$ cat src/rtl/urx_pkg.sv
package urx_pkg;
  localparam int CHAR_W = 8;

  typedef enum logic [2:0] {
    RX_IDLE, RX_START, RX_DATA, RX_PAR, RX_STOP, RX_MARK
  } rx_state_e;

  // index of the last data bit for a length code 00..11 -> 5..8 bits
  function automatic logic [2:0] last_bit_idx(input logic [1:0] code);
    return 3'(3'd4 + {1'b0, code});
  endfunction

  // number of stop slots; the one-and-a-half setting takes two full slots
  function automatic logic [1:0] stop_slots(input logic [1:0] code);
    return (code == 2'b00) ? 2'd1 : 2'd2;
  endfunction

  function automatic logic parity_bad(input logic [CHAR_W-1:0] d,
                                      input logic pbit, input logic odd);
    return (^d) ^ pbit ^ odd;
  endfunction
endpackage

$ cat src/rtl/urx_frame.sv
module urx_frame
  import urx_pkg::*;
#(
  parameter int OVS = 16
) (
  input  logic              clk,
  input  logic              rst_n,
  input  logic              tick,
  input  logic              line,
  input  logic [1:0]        cfg_bits,
  input  logic              cfg_par_en,
  input  logic              cfg_par_odd,
  input  logic [1:0]        cfg_stop,
  output logic [CHAR_W-1:0] data_o,
  output logic              valid_o,
  output logic              perr_o,
  output logic              ferr_o,
  output logic              hunting_o
);
  localparam int CW = $clog2(OVS);
  localparam logic [CW-1:0] MID  = CW'(OVS/2 - 1);
  localparam logic [CW-1:0] LAST = CW'(OVS - 1);

  rx_state_e         st;
  logic [CW-1:0]     cnt;
  logic [2:0]        bidx;
  logic [CHAR_W-1:0] shreg;
  logic              par_bit;
  logic [1:0]        stops_left;
  logic              ferr_acc;
  logic              slot_end;

  assign slot_end  = tick && (cnt == LAST);
  assign hunting_o = (st == RX_IDLE);

  always_ff @(posedge clk or negedge rst_n) begin
    if (!rst_n) begin
      st <= RX_IDLE; cnt <= '0; bidx <= '0; shreg <= '0; par_bit <= 1'b0;
      stops_left <= '0; ferr_acc <= 1'b0;
      valid_o <= 1'b0; data_o <= '0; perr_o <= 1'b0; ferr_o <= 1'b0;
    end else begin
      valid_o <= 1'b0;
      if (tick) begin
        unique case (st)
          RX_IDLE: if (!line) begin
            st  <= RX_START;
            cnt <= '0;
          end
          RX_START: begin
            if (cnt == MID) begin
              cnt <= '0;
              if (line) st <= RX_IDLE;
              else begin
                st <= RX_DATA; bidx <= '0; shreg <= '0;
              end
            end else cnt <= cnt + 1'b1;
          end
          RX_DATA: begin
            cnt <= cnt + 1'b1;
            if (slot_end) begin
              shreg[bidx] <= line;
              bidx        <= bidx + 1'b1;
              if (bidx == last_bit_idx(cfg_bits)) begin
                st         <= cfg_par_en ? RX_PAR : RX_STOP;
                stops_left <= stop_slots(cfg_stop);
                ferr_acc   <= 1'b0;
              end
            end
          end
          RX_PAR: begin
            cnt <= cnt + 1'b1;
            if (slot_end) begin
              par_bit <= line;
              st      <= RX_STOP;
            end
          end
          RX_STOP: begin
            cnt <= cnt + 1'b1;
            if (slot_end) begin
              ferr_acc <= ferr_acc | !line;
              if (stops_left == 2'd1) begin
                valid_o <= 1'b1;
                data_o  <= shreg;
                perr_o  <= cfg_par_en && parity_bad(shreg, par_bit, cfg_par_odd);
                ferr_o  <= ferr_acc | !line;
                st      <= RX_MARK;
              end else stops_left <= stops_left - 1'b1;
            end
          end
          RX_MARK: if (line) st <= RX_IDLE;
          default: st <= RX_IDLE;
        endcase
      end
    end
  end
endmodule

$ cat src/rtl/urx_brk.sv
module urx_brk #(
  parameter int RUN = 160
) (
  input  logic clk,
  input  logic rst_n,
  input  logic tick,
  input  logic line,
  input  logic clr,
  output logic hit_o,
  output logic flag_o
);
  localparam int RW = $clog2(RUN + 1);
  localparam logic [RW-1:0] FULL = RW'(RUN);

  logic [RW-1:0] run;

  // the sample that makes the run exactly RUN long
  assign hit_o = tick && !line && (run == FULL - 1'b1);

  always_ff @(posedge clk or negedge rst_n) begin
    if (!rst_n) begin
      run    <= '0;
      flag_o <= 1'b0;
    end else begin
      if (tick) begin
        if (line) run <= '0;
        else if (run != FULL) run <= run + 1'b1;
      end
      if (hit_o)    flag_o <= 1'b1;
      else if (clr) flag_o <= 1'b0;
    end
  end
endmodule

$ cat src/rtl/uart_brk_rx.sv
module uart_brk_rx
  import urx_pkg::*;
#(
  parameter int OVS     = 16,
  parameter int BRK_RUN = 160
) (
  input  logic        clk,
  input  logic        rst_n,
  input  logic        tick16,
  input  logic        rx_line,
  input  logic [1:0]  cfg_bits,
  input  logic        cfg_par_en,
  input  logic        cfg_par_odd,
  input  logic [1:0]  cfg_stop,
  input  logic        brk_clr,
  output logic [7:0]  rx_data,
  output logic        rx_valid,
  output logic        rx_perr,
  output logic        rx_ferr,
  output logic        brk_flag
);
  logic hunting;
  logic brk_hit;

  urx_frame #(.OVS(OVS)) u_frame (
    .clk(clk), .rst_n(rst_n), .tick(tick16), .line(rx_line),
    .cfg_bits(cfg_bits), .cfg_par_en(cfg_par_en), .cfg_par_odd(cfg_par_odd),
    .cfg_stop(cfg_stop), .data_o(rx_data), .valid_o(rx_valid),
    .perr_o(rx_perr), .ferr_o(rx_ferr), .hunting_o(hunting)
  );

  urx_brk #(.RUN(BRK_RUN)) u_brk (
    .clk(clk), .rst_n(rst_n), .tick(tick16), .line(rx_line),
    .clr(brk_clr), .hit_o(brk_hit), .flag_o(brk_flag)
  );
endmodule

$ cat config.mk
export PLATFORM = sky130hd
export DESIGN_NAME = uart_brk_rx
export DESIGN_NICKNAME = d
export VERILOG_FILES = /design/src/rtl/urx_pkg.sv /design/src/rtl/urx_frame.sv /design/src/rtl/urx_brk.sv /design/src/rtl/uart_brk_rx.sv
export SDC_FILE = /design/constraint.sdc
export NUM_CORES = 1
export LEC_CHECK = 0
export ABC_AREA = 1
export CAP_MARGIN = 20
export CORE_UTILIZATION = 40
export CTS_BUF_LIST = sky130_fd_sc_hd__clkbuf_8
export CTS_CLUSTER_SIZE = 10
export DETAILED_ROUTE_END_ITERATION = 8
export DONT_BUFFER_PORTS = 1
export GPL_TIMING_DRIVEN = 0
export PLACE_DENSITY_LB_ADDON = 0.1
export SLEW_MARGIN = 20
export SYNTH_ARGS = -nofsm -noshare
export SYNTH_HDL_FRONTEND = slang
export SYNTH_SLANG_ARGS = --single-unit
$ cat constraint.sdc
create_clock -name clk -period 3.76 [get_ports clk]
set_input_delay 0.752 -clock clk [delete_from_list [all_inputs] [get_ports clk]]
set_output_delay 0.752 -clock clk [all_outputs]
set_load 0.005 [all_outputs]
; Word level (Yosys, flattened, before mapping)
; Index checks and enable logic that the tools add are counted.
[classes]
addsub = 5
magnitude_cmp = 2
n_eq_ne = 21
muxes = 43
n_bitwise = 3
n_reduce_logical = 23
[ops]
columns = op, n
row1 = $mux 8, 5
row2 = $mux 3, 12
row3 = $pmux 3 s6, 1
row4 = $pmux 8 s2, 1
row5 = $mux 2, 6
row6 = $ne 2x1->1 const B, 6
row7 = $pmux 4 s3, 1
row8 = $mux 1, 10
row9 = $reduce_and 5->1, 2
row10 = $reduce_and 9->1, 1
row11 = $add 8x1->8 const B, 1
row12 = $bwmux 8, 1
row13 = $eq 8x8->1 const B, 1
row14 = $mux 4, 2
row15 = $ne 2x2->1 const B, 4
row16 = $ne 8x8->1 const B, 1
row17 = $reduce_bool 2->1, 4
row18 = $reduce_xor 8->1, 1
row19 = $eq 3x2->1 const B, 2
row20 = $eq 3x3->1 const B, 2
row21 = $pmux 3 s2, 1
row22 = $reduce_and 3->1, 2
row23 = $reduce_and 6->1, 1
row24 = $logic_and 1x1->1, 5
row25 = 23 further kinds, 24
[totals]
register_bits = 42
in_bits = 11
out_inout_bits = 12

; Depth between registers and ports, before layout
[depth]
depth_word = 7
depth_mapped = 11
mapped_depth_nobuf = 11

; Modules after synthesis
; From an unflattened synthesis, not the netlist that was laid out.
[hier_totals]
hier_cells = 359
hier_area_um2 = 2602.5
[by_module_without_submodules]
columns = module, n_inst, cells_each, area_per_inst_um2
row1 = urx_frame, 1, 276, 2030.7
row2 = urx_brk, 1, 83, 571.8

; Worst setup path before layout
; OpenSTA, ideal clock, no wires.
[synth_timing]
path_kind = input port to flip-flop
startpoint = input port rx_line
endpoint = register u_brk.run[0]
arrival_ps = 1649
path_slack_ps = 1992
stages = 10
path_buffers = 2
path_cell_list = buf_2 inv_2 nand2_1 nor2_1 nand2_1 nand2_1 inv_1 clkbuf_8 nand3_1 o21ai_2
[synth_between]
elab_chain_len = 2
[synth_lines]
columns = element, line
row1 = from (decl), uart_brk_rx.sv:10  ; input logic rx_line,
row2 = $reduce_bool 2->1 (no line), n/a
row3 = $reduce_and 2->1 (no line), n/a
row4 = to (signal assigned), urx_brk.sv:27  ; else if (run != FULL) run <= run + 1'b1;
row5 = to (decl), urx_brk.sv:15  ; logic [RW-1:0] run;
; Several ways; a longest one is shown, not always the timed one.
; A chain may end at the register's enable or synchronous reset.

; Final worst setup path
[layout_timing]
startpoint = input port rx_line
endpoint = register u_brk.run[1]
; Same word-level chain as after synthesis.

==> flow_metrics.py <==
metrics = {
    "critical_path": {
        "critical_path.startpoint_type": "input port",
        "critical_path_maximum_fanout": 10,
        "worst-endpoint-required_ps": 3950,
        "critPathKind": "in -> reg",
        "cp_data_arrival_time_ps": 1880,
        "endpoint_kind": "flip-flop",
        "r2r_slack_ps": 2080,
        "count_of_cells_along_the_worst_register_to_register_path": 7,
    },
    "sta": {
        "fin_setup_tns_ps": 0,
        "finalClockSkew_ps": 4.66,
        "fmaxAchievable_mhz": 590,
        "final_period_minus_worst_setup_slack_ps": 1700,
        "max-slew-margin-rel": 0.716,
        "final_min_period_over_clock_period": 0.451,
        "worstMarginPinSlew_ps": 426,
        "unrepaired_setup_endpoints_after_global_routing": "false",
        "slew_viol_final": 0,
        "final_hold_viol_count": 0,
        "report.final.setup_viol": 0,
    },
    "logic_synthesis": {
        "synthesis.area_per_instance_sq_um": 7.61,
        "synth.largest_area_cell": "dfrtp_1",
        "synth_top_area_frac": 0.405,
        "ys_seq_area_frac": 0.405,
        "syn_area_sq_um": 2590,
        "synth_fp_nets": 357,
        "synth-seq-cells": 42,
        "synth_cell_types": 33,
        "yosysWarningCount": 0,
        "netlist_instances": 341,
        "synthTopCellsByArea": "dfrtp_1 41%, nand2_1 15%, nand3_1 5.8%",
    },
    "route": {
        "routedWlPerCell_um": 12.2,
        "wl_um": 5160,
        "antenna_left": 0,
        "routed_via_density": 5.12,
        "dr.pass1.iters": 4,
        "drt_iter0_markers": 134,
        "detail_route.drc_violations": 0,
        "vias": 2172,
    },
    "place": {
        "gp_congestion": 0.790,
        "numPlacedInstances": 416,
        "port_buffers": 0,
        "post_dp_cell_area_sq_um": 2690,
        "detailed_place_hpwl_um": 3760,
    },
    "global_routing": {
        "grt_use_met1": 0.244,
        "antenna_violations_before_repair": 0,
        "pin_count_of_the_biggest_net_entering_global_routing": 43,
        "grtUsageMet2": 0.259,
        "grt_usage": 0.171,
        "grt_first_pass_wirelength_um": 8860,
        "grt_overflow_total": 0,
        "grt-busiest-layer": "met2",
        "fraction_of_met3_tracks_used_by_global_routing": 0.0363,
        "first_global_vias": 1913,
    },
    "finish": {
        "layout.core_utilization": 0.459,
        "most_frequent_standard_cell_in_the_layout_excluding_fill_and_tap_cells": "nand2_1",
        "mostFrequentLayoutCells": "107 x nand2_1, 42 x dfrtp_1, 33 x inv_1, 30 x nand3_1, 18 x nand4_1",
        "finish.cell_count_without_fillers": 424,
        "antennaDiodeCount": 0,
        "postLayoutCellArea_sq_um": 2800,
        "layout-drive-gt1-share": 0.149,
        "flow.area_growth_from_synthesis_pct": 7.86,
        "finalNetCount": 364,
    },
    "job": {
        "max_cap_violations": 0,
    },
    "floorplan": {
        "floorplan.die.height_um": 82.5,
        "die_area_sq_um": 6810,
        "design.portCount": 23,
        "core_region_area_sq_um": 6100,
        "std_cell_rows": 28,
        "die_width_um": 82.5,
        "floorplan.initialDensity": 0.426,
    },
    "clock_network": {
        "cts.path.max_buffers": 2,
        "cell_at_the_root_of_the_clock_tree": "clkbuf_8",
        "cts_htree_levels": 2,
        "tritoncts_clock_tree": "done",
        "clk-insertion-delay-late_ps": 290,
        "clk_pin_slew_ps": 90,
        "post_cts_resize_count": 0,
        "postCtsSetupBuffers": 0,
        "numCtsBuffers": 5,
        "cts.sinks": 42,
        "cts.hold.buffers_added": 0,
    },
    "run_status": {
        "outcome": "finished, final reports clean",
    },
    "pwr": {
        "peakVddDrop_mv": 0.309,
        "total_leakage_power_nw": 1.33,
        "power_density_nw_per_um2": 490,
        "total_power_mw": 1.37,
    },
    "min_path": {
        "min-delay-path-class": "in -> async",
    },
}
## kinds of logic (layout without fill, tap and decap cells)
group,after synthesis,count (layout),synth area share
simple gates,192,192,0.350
buf+inv,47,55,0.0834
xor+xnor,6,6,0.0203
fa+ha+maj,5,5,0.0241
compound gates,49,49,0.117
flops,42,42,0.405
## synth_stat cells
cell type,instances
or2_2,3
nand3_2,1
nand4_1,18
xor2_1,5
nor3_1,2
nor4_1,1
nand2_1,107
buf_6,3
inv_1,32
buf_4,1
o21ai_2,14
a21oi_1,8
nand3b_1,2
o21ai_1,11
nor2_1,15
xnor2_1,1
clkbuf_1,1
ha_1,5
clkbuf_8,1
nand3_4,1
a21oi_2,1
nand2_2,4
nand3_1,30
buf_2,3
o21ai_0,14
nor2_4,2
inv_2,5
dfrtp_1,42
nand2_4,1
o21a_1,1
nor3_4,2
clkinv_1,1
nor2_2,3
## worst paths after layout
check	from	end
setup / recovery	rx_line	u_brk.run[1]
hold / removal	rst_n	u_brk.run[3]
setup reg to reg	u_frame.cnt[0]	u_frame.data_o[7]
hold reg to reg	u_frame.stops_left[1]	u_frame.stops_left[1]
max in group asynchronous	rst_n	u_frame.st[0]
min in group clk	u_frame.stops_left[1]	u_frame.stops_left[1]
## state kept, by name, indices dropped and copies added (netlist names)
signal,count
u_frame.shreg,8
u_frame.bidx,3
u_frame.perr_o,1
u_frame.ferr_acc,1
u_frame.par_bit,1
u_brk.run,8
u_frame.data_o,8
u_frame.st,3
u_frame.stops_left,2
u_brk.flag_o,1
u_frame.ferr_o,1
u_frame.cnt,4
u_frame.valid_o,1
## per-stage QoR
step / hold slack, ps / worst slack, ps
5_1_grt: 121 / 1920
6_report: 144 / 2060
3_3_place_gp: 457 / 1810
3_5_place_dp: 457 / 1770
2_1_floorplan: 442 / 1990
4_1_cts: 129 / 2060
## cell type report
class,count,area [sq um]
sequential,42,1050
tap,75,93.8
multi-input combinational,252,1330
fill,631,3300
inverter,38,143
clock buffer,5,68.8
clock inverter,3,41.3
buffer,9,73.8
## critical path, stage by stage
cell and delay, ps:
buf_2 170, inv_2 140, nand2_1 60, nor2_1 110, nand2_1 70, nand2_1 150, inv_1 110, clkbuf_8 180
nand3_1 80, o21ai_2 50
## where the power goes
part | total, mW | switching, mW | internal (mW)
Sequential | 0.543 | 0.0452 | 0.498
Combinational | 0.470 | 0.315 | 0.155
Clock | 0.357 | 0.162 | 0.196
## routing by layer
layer	share of wire	up-vias
met1	0.53	990
met2	0.42	41
met3	0.044	7
met4	0.012	0
li1	-	1134
met5	0	-
No activity file was read; power rests on OpenSTA's default activity.
